File: config.mk
export PLATFORM = sky130hd
export DESIGN_NAME = tdm_serial_port
export DESIGN_NICKNAME = d
export VERILOG_FILES = /design/src/rtl/tdm_serial_port.sv
export SDC_FILE = /design/constraint.sdc
export NUM_CORES = 1
export LEC_CHECK = 0
export CORE_UTILIZATION = 41
export DETAILED_ROUTE_END_ITERATION = 6
export DONT_BUFFER_PORTS = 1
export GPL_TIMING_DRIVEN = 0
export PLACE_DENSITY_LB_ADDON = 0.3
export SLEW_MARGIN = 25
export SYNTH_ARGS = -nofsm -noshare
export SYNTH_HDL_FRONTEND = slang
export SYNTH_SLANG_ARGS = --single-unit
File: constraint.sdc
create_clock -name clk -period 12.26 [get_ports clk]
set_input_delay 2.452 -clock clk [delete_from_list [all_inputs] [get_ports clk]]
set_output_delay 2.452 -clock clk [all_outputs]
set_load 0.02 [all_outputs]
File: src/rtl/tdm_serial_port.sv
module tdm_serial_port #(
  parameter int NCH    = 4,
  parameter int WMAX   = 32,
  parameter int OFS_W  = 10,
  parameter int SLOT_W = 7,
  parameter int CNT_W  = 12
) (
  input  logic                 clk,
  input  logic                 rst_n,
  input  logic [1:0]           cfg_fmt,
  input  logic                 cfg_pcm_dly,
  input  logic                 cfg_tdm,
  input  logic [1:0]           cfg_wlen,
  input  logic [SLOT_W-1:0]    cfg_slot_len,
  input  logic [OFS_W-1:0]     cfg_offset,
  input  logic                 cfg_out_en,
  input  logic                 cfg_tri,
  input  logic                 fs,
  input  logic                 sdi,
  input  logic [NCH*WMAX-1:0]  tx_data,
  output logic                 sdo,
  output logic                 sdo_oe,
  output logic [NCH*WMAX-1:0]  rx_data,
  output logic                 rx_valid
);
  localparam int IW = $clog2(WMAX);
  localparam logic [CNT_W-1:0] PMAX = '1;

  logic             fs_q;
  logic [CNT_W-1:0] cnt_q, pos, wl, stride, base;
  logic [NCH-1:0]   win_v, tx_bit, last_v;
  logic [NCH*WMAX-1:0] rx_nxt;
  logic             start, is_i2s, is_pcm, is_rj, done;

  assign is_i2s = (cfg_fmt == 2'b10);
  assign is_pcm = (cfg_fmt == 2'b11);
  assign is_rj  = (cfg_fmt == 2'b00);
  assign start  = is_i2s ? (fs_q & ~fs) : (~fs_q & fs);
  assign pos    = start ? '0 : (cnt_q == PMAX ? PMAX : cnt_q + 1'b1);

  always_comb begin
    case (cfg_wlen)
      2'd0:    wl = CNT_W'(16);
      2'd1:    wl = CNT_W'(20);
      2'd2:    wl = CNT_W'(24);
      default: wl = CNT_W'(32);
    endcase
  end

  assign stride = is_pcm ? wl : CNT_W'(cfg_slot_len);
  assign base   = CNT_W'(cfg_offset)
                + CNT_W'(is_i2s | (is_pcm & cfg_pcm_dly))
                + (is_rj ? CNT_W'(cfg_slot_len) - wl : '0);

  always_ff @(posedge clk or negedge rst_n)
    if (!rst_n) begin
      fs_q  <= 1'b0;
      cnt_q <= PMAX;
    end else begin
      fs_q  <= fs;
      cnt_q <= pos;
    end

  for (genvar c = 0; c < NCH; c++) begin : g_ch
    logic [CNT_W-1:0] st, diff;
    logic [IW-1:0]    idx;
    logic [WMAX-1:0]  hold_q, sr_q, word, nxt;
    logic             act;

    assign act  = cfg_tdm || (c < 2);
    assign st   = base + CNT_W'(c) * stride;
    assign diff = pos - st;
    assign idx  = IW'(wl - CNT_W'(1) - diff);
    assign word = start ? tx_data[c*WMAX +: WMAX] : hold_q;

    assign win_v[c]  = act && (pos >= st) && (pos < st + wl);
    assign tx_bit[c] = win_v[c] & word[idx];
    assign last_v[c] = win_v[c] && (pos == st + wl - CNT_W'(1));

    always_comb begin
      if (!win_v[c])      nxt = sr_q;
      else if (pos == st) nxt = WMAX'(sdi);
      else                nxt = {sr_q[WMAX-2:0], sdi};
    end
    assign rx_nxt[c*WMAX +: WMAX] = nxt;

    always_ff @(posedge clk or negedge rst_n)
      if (!rst_n) begin
        hold_q <= '0;
        sr_q   <= '0;
      end else begin
        if (start) hold_q <= tx_data[c*WMAX +: WMAX];
        sr_q <= nxt;
      end
  end

  assign done   = cfg_tdm ? last_v[NCH-1] : last_v[1];
  assign sdo    = |tx_bit;
  assign sdo_oe = cfg_out_en & ~cfg_tri;

  always_ff @(posedge clk or negedge rst_n)
    if (!rst_n) begin
      rx_valid <= 1'b0;
      rx_data  <= '0;
    end else begin
      rx_valid <= done;
      if (done) rx_data <= rx_nxt;
    end

  assert_frame_restart_R2: assert property (@(posedge clk) disable iff (!rst_n)
    start |=> (cnt_q == '0));
  assert_strobe_single_R10: assert property (@(posedge clk) disable iff (!rst_n)
    rx_valid |=> !rx_valid);
  assert_data_hold_R10: assert property (@(posedge clk) disable iff (!rst_n)
    !rx_valid |-> $stable(rx_data));
  assert_idle_zero_R9: assert property (@(posedge clk) disable iff (!rst_n)
    (cnt_q == PMAX && !start) |-> !sdo);
  assert_one_slot_R8: assert property (@(posedge clk) disable iff (!rst_n)
    $onehot0(win_v));
endmodule

==> results.json, run 1 <==
{
  "clk_latency_ns": 0.57,
  "drv_cap": 0,
  "clk_pin_slew_ns": 0.06,
  "layout_common_cells": "386 x dfrtp_1, 234 x nand2_1, 211 x mux2_2, 154 x o21ai_0, 154 x ha_1",
  "power_density_nw_per_um2": 211,
  "io_pins": 288,
  "numPortBuffers": 0,
  "synthArstFlopShare_pct": 100,
  "syn_area_per_cell_um2": 11.2,
  "drive_gt1_share_pct": 24.3,
  "rows": 88,
  "start_kind": "primary input",
  "cts_buffers": 43,
  "dr.pass1.iters": 5,
  "vias": 16100,
  "synth_top_area_share_pct": 40.0,
  "syn_nets": 2496,
  "setup_violations": 0,
  "ir_drop_v": 0.000147,
  "p_leak_nw": 12.0,
  "relSlewSlack_pct": -22.8,
  "viasPerCell": 5.35,
  "tns_ns": 0,
  "cp_data_arrival_time_ns": 9.41,
  "yosys_warnings": 0,
  "period_share_pct": 96.7,
  "syn-cell-area_um2": 24200,
  "drc": 0,
  "worstPathRequired_ns": 9.81,
  "path_max_fanout": 10,
  "hold_class": "reg2reg",
  "timing_hold_violations_final": 0,
  "synth-edff-count": 0,
  "post_synth_inst_count": 2152,
  "post_drt_wl_per_cell_um": 19.7,
  "grt_pass1_vias": 17000,
  "end_kind": "primary output",
  "ys.flop_type": "dfrtp_1",
  "ff_latch_area_um2": 9970,
  "outcome": "complete, but fails checks",
  "syn_to_final_growth_pct": 11.4,
  "cts_sinks": 398,
  "drtAntennaViolNets": 0,
  "wl_um": 59300,
  "coreArea_um2": 58000,
  "cts_buffer_depth": 3,
  "dp_cells": 2919,
  "die_w_um": 245,
  "postLayoutCoreUtil_pct": 46.4,
  "synth_seq_cells": 398,
  "gp_congestion": 0.885,
  "grt_pass1_wl_um": 94500,
  "chipHeight_um": 245,
  "grt-ovfl-total": 0,
  "layout.nets": 2550,
  "drv_slew": 194,
  "ctsHtreeMaxLevel": 2,
  "worstMarginPinSlew_ns": 1.84,
  "track_usage_pct": 19.9,
  "multi_input_area_um2": 13300,
  "critical_path_class": "in2out",
  "antenna_found_initial": 4,
  "synth_area_leaders": "dfrtp_1 40%, mux2_2 9.8%, ha_1 8.2%",
  "grt_setup_unrepaired": "no",
  "yosysTopAreaCell": "dfrtp_1",
  "cts_tree": "built",
  "final_common_cell": "dfrtp_1",
  "period_needed_ns": 11.86,
  "grt_max_degree": 399,
  "fmax_mhz": 84.3,
  "skew_ns": 0.0247,
  "fp.dieArea_um2": 59900,
  "fillerInstances": 5178,
  "start_util_pct": 41.7,
  "instances_no_fill": 3007,
  "hpwl_um": 45500,
  "violations": "slew limit",
  "clk_root_buffer_cell": "clkbuf_16",
  "dr.first_iter.drc_count": 1004,
  "synth_cell_types": 90,
  "ys_seq_area_share_pct": 41.3,
  "hold_buffers": 0
}
-- repair_timing --
action                     4_1_cts  5_1_grt
setup buffers                    5        4
pin swaps                        2        4
hold endpoints to repair         0        0
setup endpoints to repair        1        1
resized for setup               26       27
-- through the flow --
step | instance area, um^2 | hold slack [ns] | worst slack, ns | power, W
5_1_grt | 26900 | 0.502 | 0.0137 | 0.00607
2_1_floorplan | 24200 | 0.458 | 0.898 | 0.00368
6_report | 26900 | 0.491 | 0.402 | 0.00568
4_1_cts | 26800 | 0.495 | 0.0528 | 0.00571
3_3_place_gp | 25100 | 0.476 | -1.35 | 0.00428
3_5_place_dp | 25200 | 0.482 | -1.38 | 0.00435
-- cell families after synthesis --
kind of cell / after synthesis / synth area share, %
buffers and inverters: 234 / 4.63
AOI/OAI and AO/OA: 373 / 9.82
DFF: 398 / 41.3
xor gates and xnor gates: 135 / 5.22
and+or+nand+nor: 467 / 9.17
muxes: 358 / 19.4
adders and majority gates: 187 / 10.5
-- routing by layer --
| metal | GRT usage (%) | up-vias | share of wire, % |
|---|---|---|---|
| li1 | - | 7648 | - |
| met1 | 26.5 | 8069 | 45 |
| met2 | 33.5 | 295 | 49 |
| met3 | 3.28 | 80 | 4.2 |
| met4 | 5.50 | 0 | 2.1 |
| met5 | 0 | - | 0 |
-- cell type report --
type                            count  area share [%]
Tap cell                          765            3.55
Inverter                          136            1.91
Clock inverter                     15           0.725
Multi-Input combinational cell   1520            49.5
Sequential cell                   398            37.0
Buffer                             96            2.30
Clock buffer                       62            4.59
Antenna cell                        4          0.0372
Timing Repair Buffer               11           0.307
-- registers in the layout, summed over array words and instances (netlist names) --
register and count:
g_ch.hold_q 128, cnt_q 12, rx_valid 1, g_ch.sr_q 128, rx_data 128, fs_q 1
-- Yosys cell counts (all sizes together), types with 29 or more instances --
master	n
mux2	332
xor2	37
a21o	47
inv	136
nand2	234
clkbuf	69
nor2	49
dfrtp	386
a21oi	67
xnor2	95
ha	159
nand3	56
buf	29
o21ai	163
-- report_power, final --
part	switching [W]	internal [W]
combinational	0.00150	0.00133
clock	0.000535	0.000771
sequential	0.0000645	0.00147
-- worst paths after layout --
check,endpoint,depth (start not counted),startpoint,slack (ns)
min in group asynchronous,g_ch[0].hold_q[19],0,rst_n,1.58
hold reg to reg,g_ch[1].hold_q[20],1,g_ch[1].hold_q[20],0.49
max in group asynchronous,rx_data[46],0,rst_n,9.19
setup reg to reg,rx_data[10],24,fs_q,5.24
setup / recovery,sdo,23,cfg_fmt[1],0.40
hold / removal,g_ch[1].hold_q[20],1,g_ch[1].hold_q[20],0.49
-- critical path: stages --
cell	delay (ns)
buf_2	0.20
nor2_1	0.10
and2_1	0.18
fa_1	0.46
fa_2	0.60
inv_1	0.14
fa_1	0.50
inv_1	0.04
ha_1	0.22
fa_1	0.66
inv_1	0.12
fa_1	0.51
inv_1	0.04
ha_1	0.33
xor2_2	0.47
clkbuf_2	0.36
mux2_2	0.38
mux4_2	0.47
mux2_2	0.27
o21ai_0	0.29
nor2_1	0.12
a21oi_2	0.18
o211ai_1	0.31
Note: power is estimated with default switching activity, not from simulation.
==> inputs of run 2 (changes only) <==
--- a/config.mk
+++ b/config.mk
@@ -5,9 +5,9 @@
 export SDC_FILE = /design/constraint.sdc
 export NUM_CORES = 1
 export LEC_CHECK = 0
+export BUFFER_PORTS_ARGS = -buffer_cell sky130_fd_sc_hd__buf_2
 export CORE_UTILIZATION = 41
 export DETAILED_ROUTE_END_ITERATION = 6
-export DONT_BUFFER_PORTS = 1
 export GPL_TIMING_DRIVEN = 0
 export PLACE_DENSITY_LB_ADDON = 0.3
 export SLEW_MARGIN = 25
==> results.json, run 2 (synthesis gave the netlist of run 1 again) <==
{
  "clk_root_buffer_cell": "clkbuf_16",
  "slowest_delay_ns": 0.54,
  "worstMarginPinSlew_ns": 0.938,
  "worst_slack_ns": 0.448,
  "dr_wl_met3_um": 2140,
  "period_needed_ns": 11.81,
  "end_kind": "primary output",
  "relSlewSlack_pct": 37.5,
  "numPortBuffers": 285,
  "dr_wl_met2_um": 29600,
  "dr.pass1.iters": 5,
  "ctsHtreeMaxLevel": 2,
  "hold_buffers": 0,
  "rows": 88,
  "layout_common_cells": "386 x dfrtp_1, 289 x buf_2, 234 x nand2_1, 211 x mux2_2",
  "drv_cap": 0,
  "viasPerCell": 5.24,
  "ff_latch_area_um2": 9970,
  "hold_end": "g_ch[2].hold_q[17]",
  "io_pins": 288,
  "layout.nets": 2845,
  "clk_pin_slew_ns": 0.06,
  "hold_depth": 1,
  "critPathSlowestCell": "fa_1",
  "ir_drop_v": 0.000161,
  "p_leak_nw": 13.4,
  "chipHeight_um": 245,
  "cp_data_arrival_time_ns": 9.36,
  "track_usage_pct": 20.4,
  "tns_ns": 0,
  "fillerInstances": 5142,
  "power_density_nw_per_um2": 202,
  "r2r_end": "rx_data[23]",
  "cts_buffers": 43,
  "start_util_pct": 41.7,
  "hold_class": "reg2reg",
  "top_regs": "g_ch.hold_q: 128 flops, g_ch.sr_q: 128 flops, rx_data: 128 flops",
  "antenna_found_initial": 3,
  "instances_no_fill": 3302,
  "cts_sinks": 398,
  "period_share_pct": 96.3,
  "fmax_mhz": 84.7,
  "holdWs_ns": 0.492,
  "multi_input_area_um2": 13400,
  "grt-ovfl-total": 0,
  "cts_buffer_depth": 3,
  "outcome": "completed",
  "worstPathRequired_ns": 9.81,
  "top_layer_used": "met4",
  "startpoint": "cfg_fmt[1]",
  "dr.first_iter.drc_count": 1093,
  "drc": 0,
  "coreArea_um2": 58000,
  "timing_hold_violations_final": 0,
  "setup_violations": 0,
  "die_w_um": 245,
  "drive_gt1_share_pct": 33.5,
  "vias": 17300,
  "placed_area_um2": 26700,
  "drv_slew": 0,
  "hpwl_um": 46600,
  "cts_tree": "built",
  "fp.dieArea_um2": 59900,
  "grt_pass1_vias": 18100,
  "post_drt_wl_per_cell_um": 18.3,
  "final_common_cell": "dfrtp_1",
  "critical_path_class": "in2out",
  "gp_congestion": 0.907,
  "r2r_cells": 24,
  "wl_um": 60400,
  "grt_pass1_wl_um": 97400,
  "dp_cells": 3208,
  "reg2reg_setup_slack_ns": 5.36,
  "grt_max_degree": 99,
  "skew_ns": 0.0187,
  "dpl_worst_slack_ns": -1.39,
  "path_max_fanout": 10,
  "clk_latency_ns": 0.56,
  "drtAntennaViolNets": 0,
  "fin_area_um2": 28600,
  "min_from": "g_ch[2].hold_q[17]",
  "worstReg2RegStart": "fs_q",
  "syn_to_final_growth_pct": 18.2,
  "start_kind": "primary input",
  "wl_met1_um": 27000
}
## run 2: cell count changes in the layout (fill, tap and decap cells not counted), moves of 3 or more
| cell | previous run | this run |
|---|---|---|
| buf_4 | 16 | 20 |
| clkbuf_8 | 9 | 12 |
| buf_16 | 0 | 4 |
| clkinv_2 | 7 | 4 |
| clkinv_4 | 0 | 3 |
| buf_2 | 5 | 289 |
## run 2: timing repair
item                       CTS  global route
setup endpoints to repair    1             1
setup buffers                4            10
gates resized for setup     28            37
pin swaps                    1             8
gates cloned                 0             0
## run 2: how the worst max path moves through the flow
stage,end,slack (ns),depth (start not counted)
2_1_floorplan,sdo,0.90,30
3_3_place_gp,sdo,-1.39,31
3_5_place_dp,sdo,-1.39,31
4_1_cts,sdo,0.007,24
5_1_grt,sdo,-0.007,36
6_report,sdo,0.45,28
## run 2: layout make-up
type | instances | area share [%]
Buffer | 97 | 2.19
Clock buffer | 67 | 4.65
Inverter | 136 | 1.80
Clock inverter | 11 | 0.350
Sequential cell | 398 | 34.9
Multi-Input combinational cell | 1520 | 46.9
Antenna cell | 3 | 0.0263
Timing Repair Buffer | 305 | 5.84
Tap cell | 765 | 3.35
## run 2: metrics by stage
step / util (%) / power [W]
finish: 49.2 / 0.00576
CTS: 48.8 / 0.00576
detailed placement: 46.0 / 0.00441
global placement: 45.8 / 0.00433
floorplan: - / 0.00368
global route: 49.2 / 0.00615
## run 2: worst max-delay path: cells and delay by family
kind	cells	cell delay, ns
simple gates	7	1.69
compound gates	8	1.21
buf+inv	5	1.05
xor+xnor	3	0.75
fa+ha+maj	5	2.17
## run 2: routing by layer
layer  track usage, %  vias up
met1             27.2     8639
met5                0        -
li1                 -     8225
met2             34.4      352
met3             2.44       96
met4             6.40        0
## run 2: power by group
part,internal [W],switching [W]
Combinational,0.00137,0.00156
Clock,0.000768,0.000526
Sequential,0.00147,0.0000634
Total,0.00361,0.00215
